==> src/rtl/mw_pkg.sv <==
package mw_pkg;
  typedef enum logic [2:0] {
    ST_OFF, ST_HUNT, ST_OPC, ST_ADR, ST_DAT, ST_RD, ST_END
  } phase_t;

  localparam logic [1:0] KIND_WRITE = 2'd0;
  localparam logic [1:0] KIND_ERASE = 2'd1;
  localparam logic [1:0] KIND_ERAL  = 2'd2;
  localparam logic [1:0] KIND_WRAL  = 2'd3;

  // number of address bits for the selected organization
  function automatic int addr_len(input int aw, input logic wide);
    return wide ? aw : aw + 1;
  endfunction

  // index of the most significant data bit
  function automatic logic [3:0] word_top(input logic wide);
    return wide ? 4'd15 : 4'd7;
  endfunction
endpackage

==> src/rtl/mw_edge_sync.sv <==
module mw_edge_sync #(
  parameter int LANES = 3
) (
  input  logic             clk,
  input  logic             rst_n,
  input  logic [LANES-1:0] raw,
  output logic [LANES-1:0] lvl,
  output logic [LANES-1:0] rise,
  output logic [LANES-1:0] fall
);
  for (genvar g = 0; g < LANES; g++) begin : g_lane
    logic s0, s1, s2;
    always_ff @(posedge clk) begin
      if (!rst_n) begin
        s0 <= 1'b0;
        s1 <= 1'b0;
        s2 <= 1'b0;
      end else begin
        s0 <= raw[g];
        s1 <= s0;
        s2 <= s1;
      end
    end
    assign lvl[g]  = s1;
    assign rise[g] = s1 & ~s2;
    assign fall[g] = ~s1 & s2;
  end
endmodule

==> src/rtl/mw_byte_array.sv <==
module mw_byte_array
  import mw_pkg::*;
#(
  parameter int AW = 6
) (
  input  logic          clk,
  input  logic          rst_n,
  input  logic [AW:0]   rd_addr,
  input  logic          rd_wide,
  output logic [15:0]   rd_word,
  input  logic          wr_go,
  input  logic [1:0]    wr_kind,
  input  logic [AW:0]   wr_addr,
  input  logic [15:0]   wr_data,
  input  logic          wr_wide
);
  localparam int AW1 = AW + 1;
  localparam int NB  = 1 << AW1;

  logic [7:0] cells [NB];

  function automatic logic hit(input int i);
    if (wr_kind == KIND_ERAL || wr_kind == KIND_WRAL) return 1'b1;
    if (wr_wide) return wr_addr[AW-1:0] == AW'(i >> 1);
    return wr_addr == AW1'(i);
  endfunction

  function automatic logic [7:0] lane_val(input int i);
    if (wr_kind == KIND_ERASE || wr_kind == KIND_ERAL) return 8'hFF;
    if (wr_wide && (i % 2 == 0)) return wr_data[15:8];
    return wr_data[7:0];
  endfunction

  always_ff @(posedge clk) begin
    if (!rst_n) begin
      for (int i = 0; i < NB; i++) cells[i] <= 8'hFF;
    end else if (wr_go) begin
      for (int i = 0; i < NB; i++)
        if (hit(i)) cells[i] <= lane_val(i);
    end
  end

  always_comb begin
    if (rd_wide) rd_word = {cells[{rd_addr[AW-1:0], 1'b0}], cells[{rd_addr[AW-1:0], 1'b1}]};
    else         rd_word = {8'h00, cells[rd_addr]};
  end

  a_r10_eral_fills: assert property (@(posedge clk) disable iff (!rst_n)
    (wr_go && wr_kind == KIND_ERAL) |=> (cells[0] == 8'hFF && cells[NB-1] == 8'hFF));
endmodule

==> src/rtl/mw_decoder.sv <==
module mw_decoder
  import mw_pkg::*;
#(
  parameter int AW = 6,
  parameter int PW = 6
) (
  input  logic          clk,
  input  logic          rst_n,
  input  logic          sel,
  input  logic          sel_rise,
  input  logic          sel_fall,
  input  logic          clk_hi,
  input  logic          clk_rise,
  input  logic          din,
  input  logic          org_wide,
  input  logic [15:0]   rd_word,
  output logic [AW:0]   rd_addr,
  output logic          rd_wide,
  output logic          dout,
  output logic          dout_en,
  output logic          prog_req,
  output logic [1:0]    prog_kind,
  output logic [AW:0]   prog_addr,
  output logic [15:0]   prog_data,
  output logic          prog_wide,
  output logic [PW-1:0] prog_pulses
);
  localparam int CW = 5;

  phase_t        phase;
  logic [1:0]    opc, kind_q;
  logic [AW:0]   asr, addr_q;
  logic [15:0]   dsr;
  logic [CW-1:0] cnt;
  logic [PW-1:0] pulses;
  logic [3:0]    idx;
  logic          wide_q, armed, wel;

  function automatic logic [AW:0] next_addr(input logic [AW:0] a, input logic w);
    logic [AW:0] n;
    n = a + 1'b1;
    if (w) n[AW] = 1'b0;
    return n;
  endfunction

  logic [AW:0]   a_nxt, addr_val;
  logic [1:0]    ext;
  logic [3:0]    wtop;
  logic          last_adr, last_dat;
  logic          start_evt, decode_evt, req_evt;

  always_comb begin
    a_nxt     = {asr[AW-1:0], din};
    addr_val  = wide_q ? {1'b0, a_nxt[AW-1:0]} : a_nxt;
    ext       = wide_q ? a_nxt[AW-1:AW-2] : a_nxt[AW:AW-1];
    wtop      = word_top(wide_q);
    last_adr  = cnt == CW'(addr_len(AW, wide_q) - 1);
    last_dat  = cnt == CW'(wtop);
    start_evt = phase == ST_HUNT && clk_rise && din;
    decode_evt = phase == ST_ADR && clk_rise && last_adr;
    req_evt   = sel_fall && armed && wel && phase == ST_END;
  end

  assign rd_wide = wide_q;

  always_ff @(posedge clk) begin
    if (!rst_n) begin
      phase <= ST_OFF; opc <= '0; kind_q <= '0; asr <= '0; addr_q <= '0;
      dsr <= '0; cnt <= '0; pulses <= '0; idx <= '0; wide_q <= 1'b0;
      armed <= 1'b0; wel <= 1'b0; rd_addr <= '0; dout <= 1'b0; dout_en <= 1'b0;
      prog_req <= 1'b0; prog_kind <= '0; prog_addr <= '0; prog_data <= '0;
      prog_wide <= 1'b0; prog_pulses <= '0;
    end else begin
      prog_req <= 1'b0;
      if (sel_fall) begin
        phase <= ST_OFF; dout_en <= 1'b0; dout <= 1'b0; armed <= 1'b0;
        if (req_evt) begin
          prog_req <= 1'b1; prog_kind <= kind_q; prog_addr <= addr_q;
          prog_data <= dsr; prog_wide <= wide_q; prog_pulses <= pulses;
        end
      end else if (sel_rise) begin
        phase <= clk_hi ? ST_END : ST_HUNT;
        armed <= 1'b0;
      end else if (clk_rise) begin
        if (phase != ST_OFF && phase != ST_HUNT && pulses != '1) pulses <= pulses + 1'b1;
        case (phase)
          ST_HUNT: if (start_evt) begin
            phase <= ST_OPC; cnt <= '0; pulses <= PW'(1); wide_q <= org_wide; dsr <= '0;
          end
          ST_OPC: begin
            opc <= {opc[0], din};
            if (cnt == CW'(1)) begin phase <= ST_ADR; cnt <= '0; end
            else cnt <= cnt + 1'b1;
          end
          ST_ADR: begin
            asr <= a_nxt;
            cnt <= cnt + 1'b1;
            if (decode_evt) begin
              cnt <= '0;
              addr_q <= addr_val;
              case (opc)
                2'b10: begin
                  phase <= ST_RD; rd_addr <= addr_val; idx <= wtop;
                  dout <= 1'b0; dout_en <= 1'b1;
                end
                2'b01: begin phase <= ST_DAT; kind_q <= KIND_WRITE; end
                2'b11: begin phase <= ST_END; kind_q <= KIND_ERASE; armed <= 1'b1; end
                default: case (ext)
                  2'b11: begin phase <= ST_END; wel <= 1'b1; end
                  2'b00: begin phase <= ST_END; wel <= 1'b0; end
                  2'b10: begin phase <= ST_END; kind_q <= KIND_ERAL; armed <= 1'b1; end
                  default: begin phase <= ST_DAT; kind_q <= KIND_WRAL; end
                endcase
              endcase
            end
          end
          ST_DAT: begin
            dsr <= {dsr[14:0], din};
            cnt <= cnt + 1'b1;
            if (last_dat) begin phase <= ST_END; armed <= 1'b1; end
          end
          ST_RD: begin
            dout <= rd_word[idx];
            if (idx == 4'd0) begin
              rd_addr <= next_addr(rd_addr, wide_q);
              idx <= wtop;
            end else idx <= idx - 1'b1;
          end
          default: ;
        endcase
      end
    end
  end

  a_r7_drive_only_selected: assert property (@(posedge clk) disable iff (!rst_n)
    dout_en |-> (sel || sel_fall));
  a_r5_dummy_zero_first: assert property (@(posedge clk) disable iff (!rst_n)
    $rose(dout_en) |-> !dout);
  a_r9_request_single_cycle: assert property (@(posedge clk) disable iff (!rst_n)
    prog_req |=> !prog_req);
  a_r8_request_needs_enable: assert property (@(posedge clk) disable iff (!rst_n)
    prog_req |-> wel);
  a_r2_zero_keeps_hunting: assert property (@(posedge clk) disable iff (!rst_n)
    (phase == ST_HUNT && clk_rise && !din && !sel_fall) |=> phase == ST_HUNT);
endmodule

==> src/rtl/mw_serial_front.sv <==
module mw_serial_front
  import mw_pkg::*;
#(
  parameter int AW = 6
) (
  input  logic          clk,
  input  logic          rst_n,
  input  logic          mw_cs,
  input  logic          mw_sck,
  input  logic          mw_di,
  input  logic          org_wide,
  output logic          mw_do,
  output logic          mw_do_en,
  output logic          prog_req,
  output logic [1:0]    prog_kind,
  output logic [AW:0]   prog_addr,
  output logic [15:0]   prog_data,
  output logic          prog_wide,
  output logic [5:0]    prog_pulses,
  input  logic          prog_apply
);
  localparam int LANES = 3;

  logic [LANES-1:0] lvl, rise, fall;
  logic [AW:0]      rd_addr;
  logic             rd_wide;
  logic [15:0]      rd_word;

  mw_edge_sync #(.LANES(LANES)) u_sync (
    .clk(clk), .rst_n(rst_n), .raw({mw_cs, mw_sck, mw_di}),
    .lvl(lvl), .rise(rise), .fall(fall)
  );

  mw_decoder #(.AW(AW), .PW(6)) u_dec (
    .clk(clk), .rst_n(rst_n),
    .sel(lvl[2]), .sel_rise(rise[2]), .sel_fall(fall[2]),
    .clk_hi(lvl[1]), .clk_rise(rise[1]), .din(lvl[0]),
    .org_wide(org_wide), .rd_word(rd_word),
    .rd_addr(rd_addr), .rd_wide(rd_wide),
    .dout(mw_do), .dout_en(mw_do_en),
    .prog_req(prog_req), .prog_kind(prog_kind), .prog_addr(prog_addr),
    .prog_data(prog_data), .prog_wide(prog_wide), .prog_pulses(prog_pulses)
  );

  mw_byte_array #(.AW(AW)) u_mem (
    .clk(clk), .rst_n(rst_n),
    .rd_addr(rd_addr), .rd_wide(rd_wide), .rd_word(rd_word),
    .wr_go(prog_apply), .wr_kind(prog_kind), .wr_addr(prog_addr),
    .wr_data(prog_data), .wr_wide(prog_wide)
  );
endmodule

==> config.mk <==
export PLATFORM = sky130hd
export DESIGN_NAME = mw_serial_front
export DESIGN_NICKNAME = d
export VERILOG_FILES = /design/src/rtl/mw_pkg.sv /design/src/rtl/mw_edge_sync.sv /design/src/rtl/mw_byte_array.sv /design/src/rtl/mw_decoder.sv /design/src/rtl/mw_serial_front.sv
export SDC_FILE = /design/constraint.sdc
export NUM_CORES = 2
export LEC_CHECK = 0
export BUFFER_PORTS_ARGS = -buffer_cell sky130_fd_sc_hd__buf_2
export CAP_MARGIN = 20
export CORE_MARGIN = 10
export CORE_UTILIZATION = 52
export CTS_CLUSTER_SIZE = 8
export DETAILED_ROUTE_END_ITERATION = 16
export HOLD_SLACK_MARGIN = 0.02
export PLACE_DENSITY = 0.67
export SLEW_MARGIN = 10
export SYNTH_ARGS = -nofsm -noshare
export SYNTH_HDL_FRONTEND = slang
export SYNTH_SLANG_ARGS = --single-unit
export TNS_END_PERCENT = 30
==> constraint.sdc <==
create_clock -name clk -period 4.25 [get_ports clk]
set_input_delay 0.6375 -clock clk [delete_from_list [all_inputs] [get_ports clk]]
set_output_delay 0.6375 -clock clk [all_outputs]
set_load 0.05 [all_outputs]
* Word-level counts from Yosys, hierarchy flattened
Memories as Yosys holds them, arrays and structs flattened. A register that Yosys moved wholly into a read port is not among the register bits.
Index checks and enable logic that the tools add are counted.
** Word-level totals
- Bits in registers :: 104
- Memory bits (writable) :: 1024
- Bits of input ports :: 7
- Output and inout port bits :: 35
- Logic and storage cells :: 2939
- Memories :: 1
** Memories
- u_mem.cells :: words 128, bits a word 8, rd ports 3, clocked after memory_dff 3, write ports 128, RTL line mw_byte_array.sv:20 : logic [7:0] cells [NB];
** Operators by class
- Add/subtract/negate cells :: 5
- Magnitude comparators :: 1
- Equal/unequal tests :: 221
- Muxes and demuxes :: 2497
- Bitwise operators :: 139
- Reductions and logical operators :: 46
** Operators with widths (count)
- 8-bit two-way mux :: 706
- 1-bit two-way mux :: 1747
- 7-bit equality test, second input constant :: 64
- 7-bit by 6-bit equality test with 1-bit output, second input constant :: 32
- 6-bit equality test, second input constant :: 32
- 1-bit OR :: 128
- 7-bit by 5-bit equality test with 1-bit output, second input constant :: 16
- 6-bit by 5-bit equality test with 1-bit output, second input constant :: 16
- 7-bit two-way mux :: 10
- 7-bit by 4-bit equality test with 1-bit output, second input constant :: 8
- 6-bit by 4-bit equality test with 1-bit output, second input constant :: 8
- 16-bit two-way mux :: 2
- 16-bit case mux with 2 select lines :: 1
- 5-bit AND reduction :: 6
- 7-bit by 3-bit equality test with 1-bit output, second input constant :: 4
- 6-bit by 3-bit equality test with 1-bit output, second input constant :: 4
- 3-bit two-way mux :: 7
- 7-bit AND reduction :: 3
- 5-bit case mux with 4 select lines :: 1
- 6-bit two-way mux :: 3
- 3-bit by 1-bit inequality test with 1-bit output, second input constant :: 6
- 6-bit AND reduction :: 3
- 4-bit two-way mux :: 4
- 5-bit two-way mux :: 3
- other kinds (48) :: 95

* Depth between registers and ports, before layout
- Word-level depth :: 25
- Depth in mapped cells :: 15
- Depth with buffers taken out :: 9

* By module
A second synthesis with hierarchy kept.
** Unflattened totals
- Cell total of the unflattened synthesis :: 3980
- Area total of the unflattened synthesis :: 57430.1 µm²
** By module, submodules not included
- mw_byte_array :: times used 1, cells an instance 3435, area an instance 52698.0 µm², seq. area each 30749.5 µm²
- mw_decoder :: times used 1, cells an instance 518, area an instance 4435.5 µm², seq. area each 1921.8 µm²
- mw_edge_sync :: times used 1, cells an instance 27, area an instance 296.5 µm², seq. area each 180.2 µm²

* Least setup slack after synthesis
No wires, ideal clock.
- Path type :: register to register
- From :: register u_dec.prog_kind[0]
- To :: memory u_mem.cells[100][5], data pin
- Data arrival time :: 2.452 ns
- Data required time :: 3.907 ns
- Slack :: 1.455 ns
- Cell stages (with the launch flop) :: 8
- Path buffers :: 2
- Cell sequence :: dfxtp_1 -> inv_1 -> ha_1 -> nand2_1 -> clkbuf_1 -> a211oi_1 -> clkbuf_1 -> inv_1
** RTL lines
- start, declared :: RTL line mw_decoder.sv:22 : output logic [1:0] prog_kind,
- start signal, assigned :: RTL line mw_decoder.sv:71 : prog_req <= 1'b0; prog_kind <= '0; prog_addr <= '0; prog_data <= '0;
- start signal, assigned :: RTL line mw_decoder.sv:78 : prog_req <= 1'b1; prog_kind <= kind_q; prog_addr <= addr_q;
- end, declared :: RTL line mw_byte_array.sv:20

==> results.txt <==
----------------------------------------------------
[Worst hold path]
  Destination of the worst hold path ... u_sync.g_lane[1].s0
  Hold wc startpoint ... mw_sck
  Depth of the worst hold-timing path ... 2
  Tightest Hold Check Type ... in -> reg

[Drt]
  Average routed wire per standard cell ... 37.5 µm
  Met2 Routed Length ... 94,100 µm
  Routed met3 length ... 35,900 µm
  WL met1 ... 75,200 µm
  Violation count after the first detailed-route iteration ... 7,799
  Highest metal used ... met5
  Vias after detailed routing ... 42,333
  Drc violations ... 0
  Remaining antenna violation count after routing ... 0
  Detail-routed via count per cell ... 7.19
  Total Wirelength ... 221,000 µm
  Initial DRT Pass Iterations ... 7

[Critical path]
  Top delay family on crit path ... compound AO/OA/AOI/OAI gates
  Crit path arrival time ... 5020 ps
  Type of the setup path with the least slack ... reg -> reg
  Worst setup EP type ... flip-flop
  Biggest fanout along the worst timing path ... 20
  Buffers and inverters on the worst path ... 3
  Critical-path top delay cell ... sky130_fd_sc_hd__dfxtp_4
  Worst reg2reg setup slack ... -80 ps
  Cell type with the highest occurrence count on the critical path ... sky130_fd_sc_hd__buf_4
  Count of cells along the worst register-to-register path ... 12
  Worst path cell trace ... buf_4 > nand2_1 > buf_4 > nor2_1 > buf_4 > a221oi_1 > o211ai_1 > o311ai_1 > o211ai_1 > o311ai_0 > and4_1 > o41ai_2
  Critical path required time ... 4940 ps
  Startpoint Class ... flip-flop
  Capture instance of the worst register-to-register path ... u_dec.dout
  Highest cell delay on the worst timing path ... 690 ps

[STA]
  Part of the cycle the worst path needs ... 102%
  Final setup skew ... 39.8 ps
  Fin Setup TNS ... -78.0 ps
  Worst rel slew slack ... 13.8%
  Period minus WS final ... 4330 ps
  Worst setup margin ... -78.0 ps
  Setup-violating endpoint count in the final report ... 1
  Max Freq ... 0.231 GHz
  RSZ-0062 raised after global routing ... false
  Number of slew-limit violations in the final report ... 0
  Final hold violations ... 0
  Slew of the pin with the lowest slew margin ... 1290 ps

[Job]
  Number of max-cap violations ... 0

[Synth]
  Async set-or-reset flop fraction in the synthesized netlist ... 0%
  YS warnings ... 0
  Mean area per synthesized cell ... 14.0 µm²
  Post-Synthesis Cell Area ... 0.0588 mm²
  Area share of the largest cell type after synthesis ... 52.3%
  Post-synth cell types ... 102
  Synth Instances ... 4,200
  Synth Register Bits ... 1,135
  Main area contributors after synthesis ... sky130_fd_sc_hd__edfxtp_1, sky130_fd_sc_hd__mux4_2, sky130_fd_sc_hd__nand2_1, sky130_fd_sc_hd__mux4_1, sky130_fd_sc_hd__dfxtp_1
  Cell type with the largest total area after synthesis ... sky130_fd_sc_hd__edfxtp_1
  Proportion of synthesized chip area in sequential cells ... 56.1%
  Number of enable-type register cells in the synthesized netlist ... 1,024
  Most instantiated flip-flop cell in the synthesis netlist ... sky130_fd_sc_hd__edfxtp_1
  Synth Net Count ... 4,223

[Power and ir drop]
  Power density relative to cell area ... 388 mW/mm²
  NetSw ... 5.76 mW
  Highest ir drop seen on vdd ... 0.375 mV
  Int Pwr ... 19.7 mW
  Clock share of power ... 46.1%
  Switching power as a share of total power ... 22.6%
  Leakage power of the design ... 19.1 nW
  Share of total power in combinational logic ... 4.3%
  Sequential share of power ... 49.6%

[Global route]
  Residual overflow from global routing ... 0
  Total routing usage reported by global routing ... 34.3%
  Antenna violations before repair ... 9
  Vias in the first global route ... 39,961
  First-pass GRT wire length ... 307,000 µm
  Largest net degree at the start of global routing ... 79

[Die]
  I/O pin total ... 42
  Initial core utilization ... 52.3%
  Die Area ... 0.127 mm²
  Placeable Area ... 0.112 mm²
  Number of standard-cell rows in the floorplan ... 123
  Height of the die ... 356 µm
  Die X ... 356 µm

[Clock tree]
  CTS max path bufs ... 3
  Hold bufs inserted after CTS ... 0
  Root buf cell ... sky130_fd_sc_hd__clkbuf_16
  Total clock sinks ... 1,135
  Clock buffers created by TritonCTS ... 160
  Latest clock arrival within the worst-skew pair ... 780 ps
  Max H-tree Level ... 4
  Number of setup buffers added after CTS ... 0
  Clock-pin slew reported for the worst setup and hold paths after clock tree synthesis ... 60 ps
  CTS tree ... built

[Place]
  Placed wire-length estimate ... 155,000 µm
  Minimum setup slack after placement ... 17.4 ps
  Last weighted congestion value of the routability-driven placer ... 1.14
  Count of port buffers added during placement ... 41

[Cells and area]
  Layout area overhead ... 11.6%
  Fraction of layout cells with a size suffix above 1 ... 23.5%
  Most frequent cells in the layout ... sky130_fd_sc_hd__edfxtp_1, sky130_fd_sc_hd__nand2_1, sky130_fd_sc_hd__mux4_2, sky130_fd_sc_hd__buf_4, sky130_fd_sc_hd__nor2_1
  Number of nets in the layout ... 4,350
  Most common library cell in the layout ignoring fill and taps ... sky130_fd_sc_hd__edfxtp_1
  Fill cell count ... 8,825

[Status]
  Result of the run ... finished with violations
  Violated checks ... negative setup slack

----------------------------------------------------
## cells in the mapped netlist (9+ instances only)
cell type,count
sky130_fd_sc_hd__a311oi_1,9
sky130_fd_sc_hd__a21boi_0,12
sky130_fd_sc_hd__o32ai_1,10
sky130_fd_sc_hd__nand2_1,782
sky130_fd_sc_hd__buf_6,62
sky130_fd_sc_hd__mux4_2,391
sky130_fd_sc_hd__o31ai_1,12
sky130_fd_sc_hd__nor2b_1,56
sky130_fd_sc_hd__o221ai_1,14
sky130_fd_sc_hd__edfxtp_1,1024
sky130_fd_sc_hd__a31oi_1,14
sky130_fd_sc_hd__nor4_1,11
sky130_fd_sc_hd__a22oi_1,47
sky130_fd_sc_hd__buf_2,32
sky130_fd_sc_hd__dfxtp_1,111
sky130_fd_sc_hd__nand3_1,39
sky130_fd_sc_hd__o21a_1,69
sky130_fd_sc_hd__a211oi_1,24
sky130_fd_sc_hd__nand4_1,13
sky130_fd_sc_hd__inv_1,33
sky130_fd_sc_hd__a21oi_1,86
sky130_fd_sc_hd__ha_1,16
sky130_fd_sc_hd__clkbuf_8,13
sky130_fd_sc_hd__mux2i_1,134
sky130_fd_sc_hd__mux4_1,88
sky130_fd_sc_hd__nor3_1,33
sky130_fd_sc_hd__o211ai_1,12
sky130_fd_sc_hd__o22ai_1,69
sky130_fd_sc_hd__clkbuf_1,227
sky130_fd_sc_hd__mux2_2,27
sky130_fd_sc_hd__buf_12,23
sky130_fd_sc_hd__o21ai_0,160
sky130_fd_sc_hd__buf_4,34
sky130_fd_sc_hd__a221oi_1,10
sky130_fd_sc_hd__and2_1,11
sky130_fd_sc_hd__nand2b_1,78
sky130_fd_sc_hd__nor2_1,264
## cell families (layout without fill, tap and decap cells)
family | count (synthesis) | in the layout | synth area share, %
other | 0 | 2 | 0
buffers and inverters | 445 | 632 | 4.94
adder cells (fa/ha/maj) | 16 | 16 | 0.340
XOR/XNOR | 8 | 8 | 0.119
flip-flops | 1135 | 1135 | 56.1
AND/OR/NAND/NOR | 1344 | 1344 | 9.83
multiplexers | 642 | 642 | 21.8
AO/OA/AOI/OAI | 610 | 610 | 6.92
## flip-flops by register name, summed over array words and instances, names as in the netlist, 6 cells and up, named ones only
name	cells
u_mem.cells	1024
u_dec.dsr	16
u_dec.prog_data	16
u_dec.addr_q	7
u_dec.prog_addr	7
u_dec.rd_addr	7
u_dec.asr	6
u_dec.prog_pulses	6
u_dec.pulses	6
## per-layer routing
metal | track usage [%] | up-vias
met4 | 20.2 | 8
met3 | 14.4 | 773
met1 | 43.8 | 21198
met5 | 0 | -
li1 | - | 16477
met2 | 48.6 | 3877
## how the worst max path moves through the flow
stage / start / end / slack, ps / depth (start not counted)
CTS: flip-flop / u_dec.dout / 2 / 11
finish: flip-flop / u_dec.dout / -80 / 12
global placement: flip-flop / u_dec.dout / 7 / 10
floorplan: u_dec.prog_kind[0] / u_mem.cells[100][5] / 1460 / 7
detailed placement: flip-flop / u_dec.dout / 20 / 11
global route: flip-flop / u_dec.dout / 30 / 11
## layout make-up
cell class              instances  area, µm²  area share (%)
inverters                      38        149           0.227
clock buffers                 206       4200            6.39
flip-flops and latches       1135      33000            50.2
clock inverters                16        274           0.417
diodes                          2       5.00         0.00762
well taps                    1500       1880            2.86
repair buffers                372       3040            4.63
multi-input cells            2620      23100            35.2
## power groups by stage
stage               registers (mW)  clock network [mW]  logic, mW
floorplan                     12.8                   0      0.552
global placement              12.8                   0       1.03
finish                        12.6                11.7       1.10
CTS                           12.6                11.8       1.05
detailed placement            12.8                   0       1.05
global route                  12.7                12.3       1.12
## timing repair
item / CTS / global route
endpoints found under the hold margin: 0 / 0
setup endpoints to repair: 0 / 1
resized for setup: 0 / 4
## metrics by stage
stage / util (%) / power [mW] / cell area (µm²) / cells / hold slack [ps]
final: 58.4 / 25.5 / 65700 / 5889 / 55.9
after global routing: 58.4 / 26.0 / 65600 / 5887 / 69.1
after CTS: 58.3 / 25.5 / 65500 / 5880 / 30.6
after detailed placement: 54.3 / 13.9 / 61000 / 5658 / 421
after global placement: 54.3 / 13.9 / 61000 / 5655 / 415
after floorplan: - / 13.3 / 58800 / 4200 / 412
No activity file was read; power rests on OpenSTA's default activity.
